File: src/rtl/colarb_pkg.sv
package colarb_pkg;

  // Which port currently proceeds; the other one is flagged busy.
  typedef enum logic [1:0] {
    OWN_NONE  = 2'b00,
    OWN_LEFT  = 2'b01,
    OWN_RIGHT = 2'b10
  } owner_e;

  localparam int unsigned NPORT = 2;
  localparam int unsigned SYNC_STAGES = 2;

endpackage

File: src/rtl/colarb_rst_sync.sv
module colarb_rst_sync
  import colarb_pkg::*;
(
  input  logic clk,
  input  logic arst_n,
  output logic rst_n_o
);

  logic [SYNC_STAGES-1:0] sync_q;
  logic [SYNC_STAGES-1:0] sync_d;

  always_comb begin
    sync_d = {sync_q[SYNC_STAGES-2:0], 1'b1};
  end

  always_ff @(posedge clk or negedge arst_n) begin
    if (!arst_n) begin
      sync_q <= '0;
    end else begin
      sync_q <= sync_d;
    end
  end

  assign rst_n_o = sync_q[SYNC_STAGES-1];

endmodule

File: src/rtl/colarb_port_track.sv
module colarb_port_track #(
  parameter int unsigned AW = 11
) (
  input  logic          clk,
  input  logic          rst_n,
  input  logic [AW-1:0] addr_i,
  input  logic          en_i,
  output logic          chg_o
);

  logic [AW-1:0] prev_addr_q;
  logic          prev_en_q;
  logic          upd_en;

  // A change of address or enable marks a fresh arrival for this port.
  always_comb begin
    chg_o  = (en_i != prev_en_q) || (addr_i != prev_addr_q);
    upd_en = chg_o;
  end

  always_ff @(posedge clk or negedge rst_n) begin
    if (!rst_n) begin
      prev_addr_q <= '0;
      prev_en_q   <= 1'b0;
    end else if (upd_en) begin
      prev_addr_q <= addr_i;
      prev_en_q   <= en_i;
    end
  end

  AST_ENABLE_IS_ARRIVAL: assert property (@(posedge clk) disable iff (!rst_n)
    $rose(en_i) |-> chg_o);

endmodule

File: src/rtl/colarb_core.sv
module colarb_core
  import colarb_pkg::*;
#(
  parameter int unsigned AW = 11
) (
  input  logic          clk,
  input  logic          rst_n,
  input  logic [AW-1:0] addr_l,
  input  logic [AW-1:0] addr_r,
  input  logic          en_l,
  input  logic          en_r,
  input  logic          chg_l,
  input  logic          chg_r,
  output logic          busy_l_o,
  output logic          busy_r_o
);

  owner_e owner_q;
  owner_e owner_d;
  logic   match;
  logic   owner_en;

  assign match = en_l && en_r && (addr_l == addr_r);

  // Next owner: the port that did not change most recently proceeds.
  always_comb begin
    owner_d = owner_q;
    if (!match) begin
      owner_d = OWN_NONE;
    end else if (chg_l && !chg_r) begin
      owner_d = OWN_RIGHT;
    end else if (chg_r && !chg_l) begin
      owner_d = OWN_LEFT;
    end else if (chg_l && chg_r) begin
      owner_d = OWN_LEFT;              // tie: right is flagged
    end else if (owner_q == OWN_NONE) begin
      owner_d = OWN_LEFT;              // both already present at reset exit
    end
    owner_en = (owner_d != owner_q);
  end

  always_ff @(posedge clk or negedge rst_n) begin
    if (!rst_n) begin
      owner_q <= OWN_NONE;
    end else if (owner_en) begin
      owner_q <= owner_d;
    end
  end

  assign busy_l_o = (owner_q == OWN_RIGHT);
  assign busy_r_o = (owner_q == OWN_LEFT);

  AST_BUSY_EXCLUSIVE: assert property (@(posedge clk) disable iff (!rst_n)
    !(busy_l_o && busy_r_o));
  AST_DIFF_ADDR_FREE: assert property (@(posedge clk) disable iff (!rst_n)
    (addr_l != addr_r) |=> (!busy_l_o && !busy_r_o));
  AST_DISABLED_FREE: assert property (@(posedge clk) disable iff (!rst_n)
    (!en_l || !en_r) |=> (!busy_l_o && !busy_r_o));
  AST_MATCH_ONE_BUSY: assert property (@(posedge clk) disable iff (!rst_n)
    match |=> (busy_l_o != busy_r_o));
  AST_LATE_LEFT: assert property (@(posedge clk) disable iff (!rst_n)
    (match && chg_l && !chg_r) |=> busy_l_o);
  AST_LATE_RIGHT: assert property (@(posedge clk) disable iff (!rst_n)
    (match && chg_r && !chg_l) |=> busy_r_o);
  AST_TIE_RIGHT: assert property (@(posedge clk) disable iff (!rst_n)
    (match && chg_l && chg_r) |=> (busy_r_o && !busy_l_o));
  AST_HOLD_STEADY: assert property (@(posedge clk) disable iff (!rst_n)
    (match && !chg_l && !chg_r && (busy_l_o || busy_r_o))
      |=> ($stable(busy_l_o) && $stable(busy_r_o)));

endmodule

File: src/rtl/colarb_busy.sv
module colarb_busy
  import colarb_pkg::*;
#(
  parameter int unsigned ADDR_W = 11
) (
  input  logic              clk,
  input  logic              arst_n,
  input  logic [ADDR_W-1:0] addr_l,
  input  logic [ADDR_W-1:0] addr_r,
  input  logic              ce_l_n,
  input  logic              ce_r_n,
  input  logic              slave_mode,
  input  logic              busy_l_in_n,
  input  logic              busy_r_in_n,
  output logic              busy_l_n,
  output logic              busy_r_n,
  output logic              winh_l,
  output logic              winh_r
);

  localparam int unsigned LEFT  = 0;
  localparam int unsigned RIGHT = 1;

  logic              rst_n;
  logic [ADDR_W-1:0] addr_v [NPORT];
  logic              en_v   [NPORT];
  logic              chg_v  [NPORT];
  logic              int_busy_l;
  logic              int_busy_r;

  colarb_rst_sync u_rst_sync (
    .clk     (clk),
    .arst_n  (arst_n),
    .rst_n_o (rst_n)
  );

  assign addr_v[LEFT]  = addr_l;
  assign addr_v[RIGHT] = addr_r;
  assign en_v[LEFT]    = ~ce_l_n;
  assign en_v[RIGHT]   = ~ce_r_n;

  for (genvar g = 0; g < NPORT; g++) begin : g_trk
    colarb_port_track #(.AW(ADDR_W)) u_trk (
      .clk    (clk),
      .rst_n  (rst_n),
      .addr_i (addr_v[g]),
      .en_i   (en_v[g]),
      .chg_o  (chg_v[g])
    );
  end

  colarb_core #(.AW(ADDR_W)) u_core (
    .clk      (clk),
    .rst_n    (rst_n),
    .addr_l   (addr_v[LEFT]),
    .addr_r   (addr_v[RIGHT]),
    .en_l     (en_v[LEFT]),
    .en_r     (en_v[RIGHT]),
    .chg_l    (chg_v[LEFT]),
    .chg_r    (chg_v[RIGHT]),
    .busy_l_o (int_busy_l),
    .busy_r_o (int_busy_r)
  );

  // Mode selection: a master drives the pins and inhibits from its own
  // result; a slave keeps its pins quiet and inhibits from the pins.
  always_comb begin
    if (slave_mode) begin
      busy_l_n = 1'b1;
      busy_r_n = 1'b1;
      winh_l   = ~busy_l_in_n;
      winh_r   = ~busy_r_in_n;
    end else begin
      busy_l_n = ~int_busy_l;
      busy_r_n = ~int_busy_r;
      winh_l   = int_busy_l;
      winh_r   = int_busy_r;
    end
  end

  AST_SLAVE_QUIET: assert property (@(posedge clk) disable iff (!rst_n)
    slave_mode |-> (busy_l_n && busy_r_n));
  AST_MASTER_INHIBIT: assert property (@(posedge clk) disable iff (!rst_n)
    !slave_mode |-> ((winh_l == !busy_l_n) && (winh_r == !busy_r_n)));

endmodule

File: config.mk
export PLATFORM = sky130hd
export DESIGN_NAME = colarb_busy
export DESIGN_NICKNAME = d
export VERILOG_FILES = /design/src/rtl/colarb_pkg.sv /design/src/rtl/colarb_rst_sync.sv /design/src/rtl/colarb_port_track.sv /design/src/rtl/colarb_core.sv /design/src/rtl/colarb_busy.sv
export SDC_FILE = /design/constraint.sdc
export NUM_CORES = 1
export LEC_CHECK = 0
export ABC_CLOCK_PERIOD_IN_PS = 1900
export BUFFER_PORTS_ARGS = -buffer_cell sky130_fd_sc_hd__buf_4
export CORE_AREA = 4 4 59 61
export CTS_BUF_LIST = sky130_fd_sc_hd__clkbuf_16
export DETAILED_ROUTE_END_ITERATION = 8
export DIE_AREA = 0 0 63 65
export GPL_TIMING_DRIVEN = 0
export PLACE_DENSITY = 0.64
export SYNTH_ARGS = -nofsm -noshare
export SYNTH_HDL_FRONTEND = slang
export SYNTH_HIERARCHICAL = 1
export SYNTH_SLANG_ARGS = --single-unit
File: constraint.sdc
create_clock -name clk -period 1.9 [get_ports clk]
set_input_delay 0.19 -clock clk [delete_from_list [all_inputs] [get_ports clk]]
set_output_delay 0.19 -clock clk [all_outputs]
set_load 0.02 [all_outputs]
==> impl_metrics.csv, run 1 <==
group,metric,value,unit
run_status,status,"finished, final reports clean",
routing,wl_per_cell,11.5,um
cts,cts_root_buffer,"clkbuf_16",
sta,relSlewSlack,33.4,%
power,pwr-share-comb,12.9,%
synthesis,synth-seq-cells,28,
sta,post-route-min-period,1.51,ns
global_route,grt_pass1_vias,918,
power,power_density,768,mW/mm^2
synthesis,muxShareOfSynthArea,0,%
synthesis,synth_top_area_share,54.8,%
cts,clk_path_buf_depth,2,
routing,vias,832,
critical_path,start_kind,"register",
place,dp.cells,178,
floorplan,ios,33,
critical_path,worstPathRequired,2.07,ns
synthesis,synth_nets,142,
final_layout,synthToLayoutAreaGrowth,28.7,%
global_route,antenna_found_initial,0,
critical_path,critPathCaptureType,"register",
synthesis,synth-edff-count,0,
worst_hold_path,hold_class,"in -> reg",
synthesis,ys_seq_area_share,54.8,%
synthesis,syn_area_per_cell,11.3,um^2
power,clockPowerShare,36.1,%
final_layout,insertedDiodeCount,0,
synthesis,synth_fa_ha_area_share,0,%
place,gp_congestion,0.778,
power,p_seq_share,51.1,%
global_route,grt.overflow.total,0,
power,p_leak,0.739,nW
global_route,grt_use_total,12.1,%
place,numPortBuffers,32,
final_layout,layout-drive-gt1-share,27.5,%
synthesis,mappedNetlistArea,0.00128,mm^2
synthesis,yosys.area_share.simple,10.8,%
floorplan,die_x,63,um
routing,dr.first_iter.drc_count,3,
cts,cts_sinks,28,
cts,cts_buffers,3,
sta,tightest_slew,0.999,ns
floorplan,row_count,20,
power,peakVddDrop,414,uV
sta,setup_violations,0,
synthesis,synth.most_common_cell,"dfrtp_1",
power,switchingPower,0.000268,W
synthesis,ys_async_sr_fraction,100,%
critical_path,path_class,"reg -> reg",
synthesis,synth_area_leader_cell,"dfrtp_1",
cts,cts_resized,0,
synthesis,synth.area.top_cells,"dfrtp_1 (55%), xor2_1 (18%), clkbuf_1 (7.0%), xnor2_1 (5.5%), nor4_1 (2.9%)",
cts,clkLatencyLatePin,0.26,ns
cts,cts-htree-levels,1,
sta,rsz0062_at_grt,"no",
power,power,0.00126,W
sta,drv_slew,0,
final_layout,nNetsFinal,180,
cts,cts_tree,"yes",
place,place_area,0.00156,mm^2
synthesis,synth_ff_type,"dfrtp_1",
floorplan,die_h,65,um
critical_path,cp.arrival,1.68,ns
sta,fmax,0.660,GHz
routing,final_antenna_net_count,0,
sta,post-route-period-util,79.7,%
global_route,grt_use_met1,12.7,%
cts,clk_pin_slew,0.06,ns
floorplan,start_util,42.9,%
floorplan,die_area,0.00410,mm^2
global_route,grt_pass1_wl,3800,um
power,power.internal,0.000996,W
final_layout,layoutNonFillerInstCount,182,
global_route,top_usage_layer,"met2",
global_route,use_met3,2.95,%
synthesis,synth_xor_area_share,24.0,%
sta,timing.final.hold_violations,0,
synthesis,synth_top_family_by_area,"XOR/XNOR gates",
routing,drt-pass1-iter-count,2,
power,switching_share,21.2,%
floorplan,design.core.area,0.00298,mm^2
sta,fin_setup_tns,0,ns
synthesis,synth_common_cells,"dfrtp_1 (28), xor2_1 (27), clkbuf_1 (24)",
critical_path,path_max_fanout,2,
synthesis,yosysWarningCount,6,
synthesis,synth_cell_types,19,
routing,viasPerCell,4.57,
run,cap_violations,0,
global_route,use_met2,22.5,%
global_route,grt_start_max_net_pins,27,
routing,wirelength,2090,um
synthesis,synth-compound-area-share,2.25,%
synthesis,syn_inst,113,
final_layout,fin_area,0.00165,mm^2
sta,fin_skew,0.00319,ns
routing,drc,0,
place,dp_hpwl,1690,um
==> through the flow <==
stage / util [%] / setup WS, ns / hold slack (ns)
after global routing: 55.3 / 0.196 / 0.144
final: 55.3 / 0.385 / 0.141
after detailed placement: 52.4 / 0.380 / -0.0271
after floorplan: - / 0.620 / -0.106
after global placement: 52.4 / 0.433 / -0.0279
after CTS: 55.3 / 0.356 / 0.141
==> cell usage in the layout, fill, tap and decap left out, drive strengths merged <==
cell and count:
nand2 1, dfrtp 28, clkbuf 27, nor4 7, buf 32, nand4 2
nor2b 2, o21ai 2, nor4b 1, conb 1, xnor2 8, dlygate4sd3 1
o21bai 2, or4 1, inv 3, nand3 2, nand2b 2, xor2 27
==> metal layers <==
| metal | up-vias | routed length (um) | part of all wire [%] |
|---|---|---|---|
| li1 | 413 | - | - |
| met4 | 0 | 28 | 1.3 |
| met2 | 19 | 1100 | 53 |
| met3 | 4 | 106 | 5.1 |
| met1 | 396 | 848 | 41 |
| met5 | - | 0 | 0 |
==> critical path, stage by stage, from the launching register on <==
cell and delay (ns):
dfrtp_1 0.37, xor2_1 0.16, nor4_1 0.41, nand3_1 0.15, o21bai_1 0.15, nor4b_2 0.18
==> power by group through the flow <==
stage	Combinational [W]	Sequential, W	Clock (W)
2_1_floorplan	0.0000817	0.000653	0
3_3_place_gp	0.000159	0.000656	0
3_5_place_dp	0.000162	0.000658	0
4_1_cts	0.000165	0.000647	0.000470
5_1_grt	0.000182	0.000650	0.000499
6_report	0.000162	0.000645	0.000456
==> state kept, by name, indices dropped and copies added, names as in the netlist <==
name / count
u_rst_sync/sync_q: 2
u_core/owner_q: 2
g_trk.u_trk/prev_addr_q: 22
g_trk.u_trk/prev_en_q: 2
==> area by class of cell <==
cell class,instances,area (um^2)
Buffer,24,90.1
Multi-Input combinational cell,58,477
Tap cell,33,41.3
Fill cell,276,1330
Inverter,3,11.3
Clock buffer,3,75.1
Sequential cell,28,701
Timing Repair Buffer,33,250
==> final timing paths <==
kind	from	to	slack, ns	cells after the start
max	g_trk[0].u_trk/prev_addr_q[10]	u_core/owner_q[0]	0.39	5
min	addr_r[10]	g_trk[1].u_trk/prev_addr_q[10]	0.14	2
max reg2reg	g_trk[0].u_trk/prev_addr_q[10]	u_core/owner_q[0]	0.39	5
min reg2reg	u_rst_sync/sync_q[0]	u_rst_sync/sync_q[1]	0.36	0
max in group asynchronous	u_rst_sync/sync_q[1]	g_trk[1].u_trk/prev_addr_q[7]	0.87	0
min in group asynchronous	arst_n	u_rst_sync/sync_q[0]	0.25	2
==> cells by family after synthesis <==
family                    Yosys count
buffers and inverters              27
other                               1
DFF                                28
AOI/OAI and AO/OA                   4
xor gates and xnor gates           35
and+or+nand+nor                    18
==> what timing repair did <==
item / CTS / global route
endpoints found under the hold margin: 2 / 0
hold buffers: 1 / 0
buffers inserted: 0 / 0
setup endpoints to repair: 0 / 0
No activity file was read; power rests on OpenSTA's default activity.
==> inputs of run 2 (changes only) <==
ABC_CLOCK_PERIOD_IN_PS = 1200   (was 1900)
PLACE_DENSITY = 0.67   (was 0.64)
clock period = 1.2 ns   (was 1.9 ns; I/O delays follow)
==> impl_metrics.csv, run 2 (synthesized netlist as in run 1, its figures left out) <==
group,metric,value,unit
critical_path,critical_path.top_delay_family,"simple AND/OR/NAND/NOR gates",
floorplan,die_h,65,um
power,peakVddDrop,689,uV
power,pwr-share-comb,13.3,%
final_layout,multi_input_comb_area,513,um^2
global_route,grt_use_total,11.8,%
critical_path,cp.arrival,1.57,ns
final_layout,insertedDiodeCount,0,
power,clockPowerShare,36.0,%
sta,fmax,0.712,GHz
final_layout,fill_cells,273,
routing,drt-pass1-iter-count,2,
global_route,antenna_found_initial,0,
final_layout,largest_reg_flops,22,
global_route,grt_pass1_vias,976,
cts,cts_sinks,28,
run,cap_violations,0,
sta,whs,0.0745,ns
run_status,status,"complete, but fails checks",
power,power_density,1170,mW/mm^2
critical_path,path_max_fanout,2,
final_layout,fin_area,0.00172,mm^2
final_layout,fin_util,57.8,%
routing,wl_per_cell,11.8,um
floorplan,die_area,0.00410,mm^2
cts,cts_root_buffer,"clkbuf_16",
final_layout,final_cell_mix,"buf_4 (32), xor2_1 (27), dfrtp_1 (27)",
final_layout,layout-drive-gt1-share,32.7,%
cts,clk_path_buf_depth,2,
critical_path,start_kind,"register",
routing,dr.first_iter.drc_count,8,
final_layout,synthToLayoutAreaGrowth,34.5,%
final_layout,nNetsFinal,183,
sta,relSlewSlack,64.0,%
sta,fin_setup_tns,-0.386,ns
sta,rsz0062_at_grt,"yes",
sta,tightest_slew,0.539,ns
place,place_area,0.00156,mm^2
sta,post-route-min-period,1.40,ns
cts,clkLatencyLatePin,0.26,ns
global_route,grt.overflow.total,0,
cts,cts_buffers,3,
final_layout,regArea,702,um^2
critical_path,path_cells,"xor2_1, nor4_2, nand3_1, o21bai_1, nor4b_2",
routing,wirelength,2190,um
final_layout,largest_register,"g_trk.u_trk/prev_addr_q",
routing,final_antenna_net_count,0,
critical_path,worstPathRequired,1.36,ns
cts,cts-htree-levels,1,
power,p_leak,0.767,nW
floorplan,ios,33,
floorplan,row_count,20,
power,switchingPower,0.000432,W
cts,clk_pin_slew,0.06,ns
sta,timing.final.ws_setup,-0.205,ns
place,gp_congestion,0.778,
floorplan,start_util,42.9,%
sta,post-route-period-util,117,%
power,p_seq_share,50.7,%
final_layout,final_common_cell,"buf_4",
floorplan,die_x,63,um
sta,drv_slew,0,
power,power.internal,0.00159,W
global_route,grt_start_max_net_pins,27,
critical_path,path_class,"reg -> reg",
power,switching_share,21.4,%
critical_path,slowest_stage,"dfrtp_1",
place,dp_hpwl,1780,um
floorplan,design.core.area,0.00298,mm^2
sta,fin_skew,0.00466,ns
routing,vias,831,
critical_path,critPathCaptureType,"register",
sta,setup_violations,3,
cts,cts_tree,"yes",
routing,drc,0,
run_status,violations,"setup timing",
critical_path,slowest_delay,0.37,ns
place,numPortBuffers,32,
routing,viasPerCell,4.47,
critical_path,crit_buf_inv,0,
global_route,grt_pass1_wl,3820,um
worst_hold_path,hold_class,"in -> reg",
sta,timing.final.hold_violations,0,
## run 2: worst reg2reg max path, stage by stage, from the launching register on
cell      delay (ns)
dfrtp_1         0.37
xor2_1          0.15
nor4_2          0.33
nand3_1         0.14
o21bai_1        0.13
nor4b_2         0.19
## run 2: metrics by stage
step | instances | power, W | setup slack [ns]
6_report | 186 | 0.00202 | -0.205
5_1_grt | 186 | 0.00212 | -0.277
4_1_cts | 185 | 0.00205 | -0.211
3_5_place_dp | 178 | 0.00130 | -0.278
3_3_place_gp | 178 | 0.00129 | -0.259
2_1_floorplan | 113 | 0.00116 | -0.0618
## run 2: what timing repair did
| action | CTS | global route |
|---|---|---|
| hold endpoints to repair | 2 | 0 |
| pin swaps | 9 | 2 |
| setup buffers | 2 | 1 |
| resized for setup | 6 | 6 |
| setup endpoints to repair | 5 | 31 |
| hold buffers | 1 | 0 |
## run 2: cell type report
class / instances / area share, %
inverters: 3 / 0.655
repair buffers: 36 / 16.5
multi-input cells: 58 / 29.8
well taps: 33 / 2.40
flip-flops and latches: 28 / 40.8
clock buffers: 3 / 4.36
clock inverters: 1 / 0.218
plain buffers: 24 / 5.24
## run 2: per-layer routing
metal	part of all wire, %	vias to the layer above	GRT usage, %
li1	-	419	-
met1	37	397	11.8
met2	59	13	23.7
met3	3.5	2	2.43
met4	0.50	0	4.13
met5	0	-	0
## run 2: worst paths after layout
path                            depth (start not counted)  slack, ns                            end                     startpoint
worst max register to register                          5      -0.20              u_core/owner_q[0]  g_trk[0].u_trk/prev_addr_q[2]
worst min register to register                          0       0.25  g_trk[1].u_trk/prev_addr_q[4]           u_rst_sync/sync_q[1]
worst max-delay path                                    5      -0.20              u_core/owner_q[0]  g_trk[0].u_trk/prev_addr_q[2]
min in group asynchronous                               2       0.18           u_rst_sync/sync_q[1]                         arst_n
max in group asynchronous                               0       0.58  g_trk[0].u_trk/prev_addr_q[3]           u_rst_sync/sync_q[1]
worst min-delay path                                    2       0.07  g_trk[0].u_trk/prev_addr_q[8]                      addr_l[8]
## run 2: power by group through the flow
stage	combinational, W	clock (W)	sequential, W
2_1_floorplan	0.000129	0	0.00103
6_report	0.000269	0.000727	0.00102
4_1_cts	0.000268	0.000754	0.00102
5_1_grt	0.000298	0.000797	0.00103
3_5_place_dp	0.000260	0	0.00104
3_3_place_gp	0.000252	0	0.00104
==> inputs of run 3 (changes only) <==
BUFFER_PORTS_ARGS = -buffer_cell sky130_fd_sc_hd__buf_2   (was -buffer_cell sky130_fd_sc_hd__buf_4)
==> impl_metrics.csv, run 3 (synthesized netlist as in run 1, its figures left out) <==
group,metric,value,unit
sta,fin_skew,0.00360,ns
critical_path,crit_buf_inv,0,
routing,vias,837,
place,gp_congestion,0.780,
sta,timing.final.hold_violations,0,
critical_path,path_class,"reg -> reg",
critical_path,r2r_slack,-0.20,ns
sta,post-route-period-util,117,%
global_route,grt_use_total,11.8,%
critical_path,endpoint,"u_core/owner_q[0]",
sta,rsz0062_at_grt,"yes",
cts,cts_root_buffer,"clkbuf_16",
cts,cts_buffers,3,
cts,clk_pin_slew,0.06,ns
final_layout,final_common_cell,"buf_2",
sta,whs,0.0926,ns
global_route,grt_pass1_vias,883,
final_layout,layout-drive-gt1-share,32.7,%
floorplan,design.core.area,0.00298,mm^2
critical_path,worstPathRequired,1.34,ns
final_layout,synthToLayoutAreaGrowth,27.7,%
run,cap_violations,0,
run_status,violations,"setup timing",
routing,drt-pass1-iter-count,2,
power,power,0.00201,W
global_route,top_usage_layer,"met2",
routing,dr.first_iter.drc_count,6,
sta,relSlewSlack,64.0,%
critical_path,start_kind,"register",
routing,wl_per_cell,12.0,um
routing,final_antenna_net_count,0,
final_layout,final_cell_mix,"buf_2 (29), xor2_1 (27), dfrtp_1 (27)",
critical_path,rr_endpoint,"u_core/owner_q[0]",
global_route,use_met2,20.8,%
global_route,grt.overflow.total,0,
place,dp_hpwl,1660,um
cts,cts_sinks,28,
cts,cts_tree,"yes",
floorplan,die_x,63,um
sta,drv_slew,0,
cts,cts-htree-levels,1,
critical_path,critPathCaptureType,"register",
place,numPortBuffers,32,
critical_path,cp.depth,5,
sta,tightest_slew,0.540,ns
worst_hold_path,hold_class,"in -> reg",
critical_path,reg2reg_depth,5,
final_layout,nNetsFinal,180,
floorplan,die_area,0.00410,mm^2
final_layout,largest_reg_flops,22,
critical_path,path_max_fanout,2,
routing,viasPerCell,4.57,
sta,fmax,0.715,GHz
critical_path,path_cells,"xor2_1, nor4_2, nand3_1, o21bai_1, nor4b_2",
power,power_density,1230,mW/mm^2
global_route,antenna_found_initial,0,
power,peakVddDrop,884,uV
critical_path,slowest_delay,0.37,ns
critical_path,slowest_stage,"dfrtp_1",
power,p_leak,0.721,nW
sta,setup_violations,3,
global_route,use_met3,3.29,%
critical_path,cp.arrival,1.54,ns
final_layout,largest_register,"g_trk.u_trk/prev_addr_q",
sta,timing.final.ws_setup,-0.198,ns
global_route,grt_pass1_wl,3710,um
critical_path,rr_startpoint,"g_trk[1].u_trk/prev_en_q",
floorplan,ios,33,
routing,wirelength,2190,um
final_layout,insertedDiodeCount,0,
sta,fin_setup_tns,-0.414,ns
floorplan,row_count,20,
critical_path,startpoint,"g_trk[1].u_trk/prev_en_q",
routing,drc,0,
run_status,status,"complete, but fails checks",
critical_path,critical_path.top_delay_family,"simple AND/OR/NAND/NOR gates",
floorplan,die_h,65,um
cts,clkLatencyLatePin,0.26,ns
global_route,grt_start_max_net_pins,27,
floorplan,start_util,42.9,%
sta,post-route-min-period,1.40,ns
global_route,grt_use_met1,13.1,%
cts,clk_path_buf_depth,2,
==> run 3: worst min-delay path by stage <==
stage / start / end / slack (ns) / depth (start not counted)
CTS: addr_r[3] / g_trk[1].u_trk/prev_addr_q[3] / 0.1 / 2
finish: addr_l[2] / g_trk[0].u_trk/prev_addr_q[2] / 0.09 / 2
floorplan: arst_n / u_rst_sync/sync_q[0] / -0.18 / 0
global route: addr_l[5] / g_trk[0].u_trk/prev_addr_q[5] / 0.1 / 2
global placement: arst_n / u_rst_sync/sync_q[1] / -0.1 / 1
detailed placement: arst_n / u_rst_sync/sync_q[0] / -0.09 / 1
==> run 3: power by group <==
group	internal, W	switching, W
Clock	0.000446	0.000293
Combinational	0.000126	0.000124
Sequential	0.000988	0.0000336
==> run 3: stage by stage <==
stage | setup slack [ns] | util (%) | instance area (um^2) | instances
2_1_floorplan | -0.0618 | - | 1280 | 113
3_3_place_gp | -0.249 | 49.7 | 1480 | 178
3_5_place_dp | -0.253 | 49.7 | 1480 | 178
4_1_cts | -0.213 | 54.0 | 1610 | 183
5_1_grt | -0.303 | 54.8 | 1630 | 183
6_report | -0.198 | 54.8 | 1630 | 183
==> run 3: layer usage <==
metal  wire (um)  up-vias  part of all wire (%)
li1            -      413                     -
met1         833      400                    38
met2        1220       18                    56
met3          95        6                   4.3
met4          44        0                   2.0
met5           0        -                     0
==> run 3: repair_timing <==
item                                    4_1_cts  5_1_grt
resized for setup                            10        6
endpoints found under the setup margin        5       31
endpoints found under the hold margin         2        0
buffers inserted                              0        0
pin swaps                                     4        2
hold buffers                                  1        0
==> run 3: worst reg2reg max path: cells and delay by family, from the launching register on <==
| family | cells | cell delay, ns |
|---|---|---|
| AO/OA/AOI/OAI | 1 | 0.17 |
| XOR/XNOR | 1 | 0.17 |
| flip-flops | 1 | 0.37 |
| AND/OR/NAND/NOR | 3 | 0.58 |
==> run 3: area by class of cell <==
type	instances	area, um^2
repair buffers	33	189
well taps	33	41.3
fillers	255	1350
clock buffers	3	75.1
clock inverters	1	3.75
flip-flops and latches	28	702
multi-input cells	58	520
plain buffers	24	90.1
inverters	3	11.3
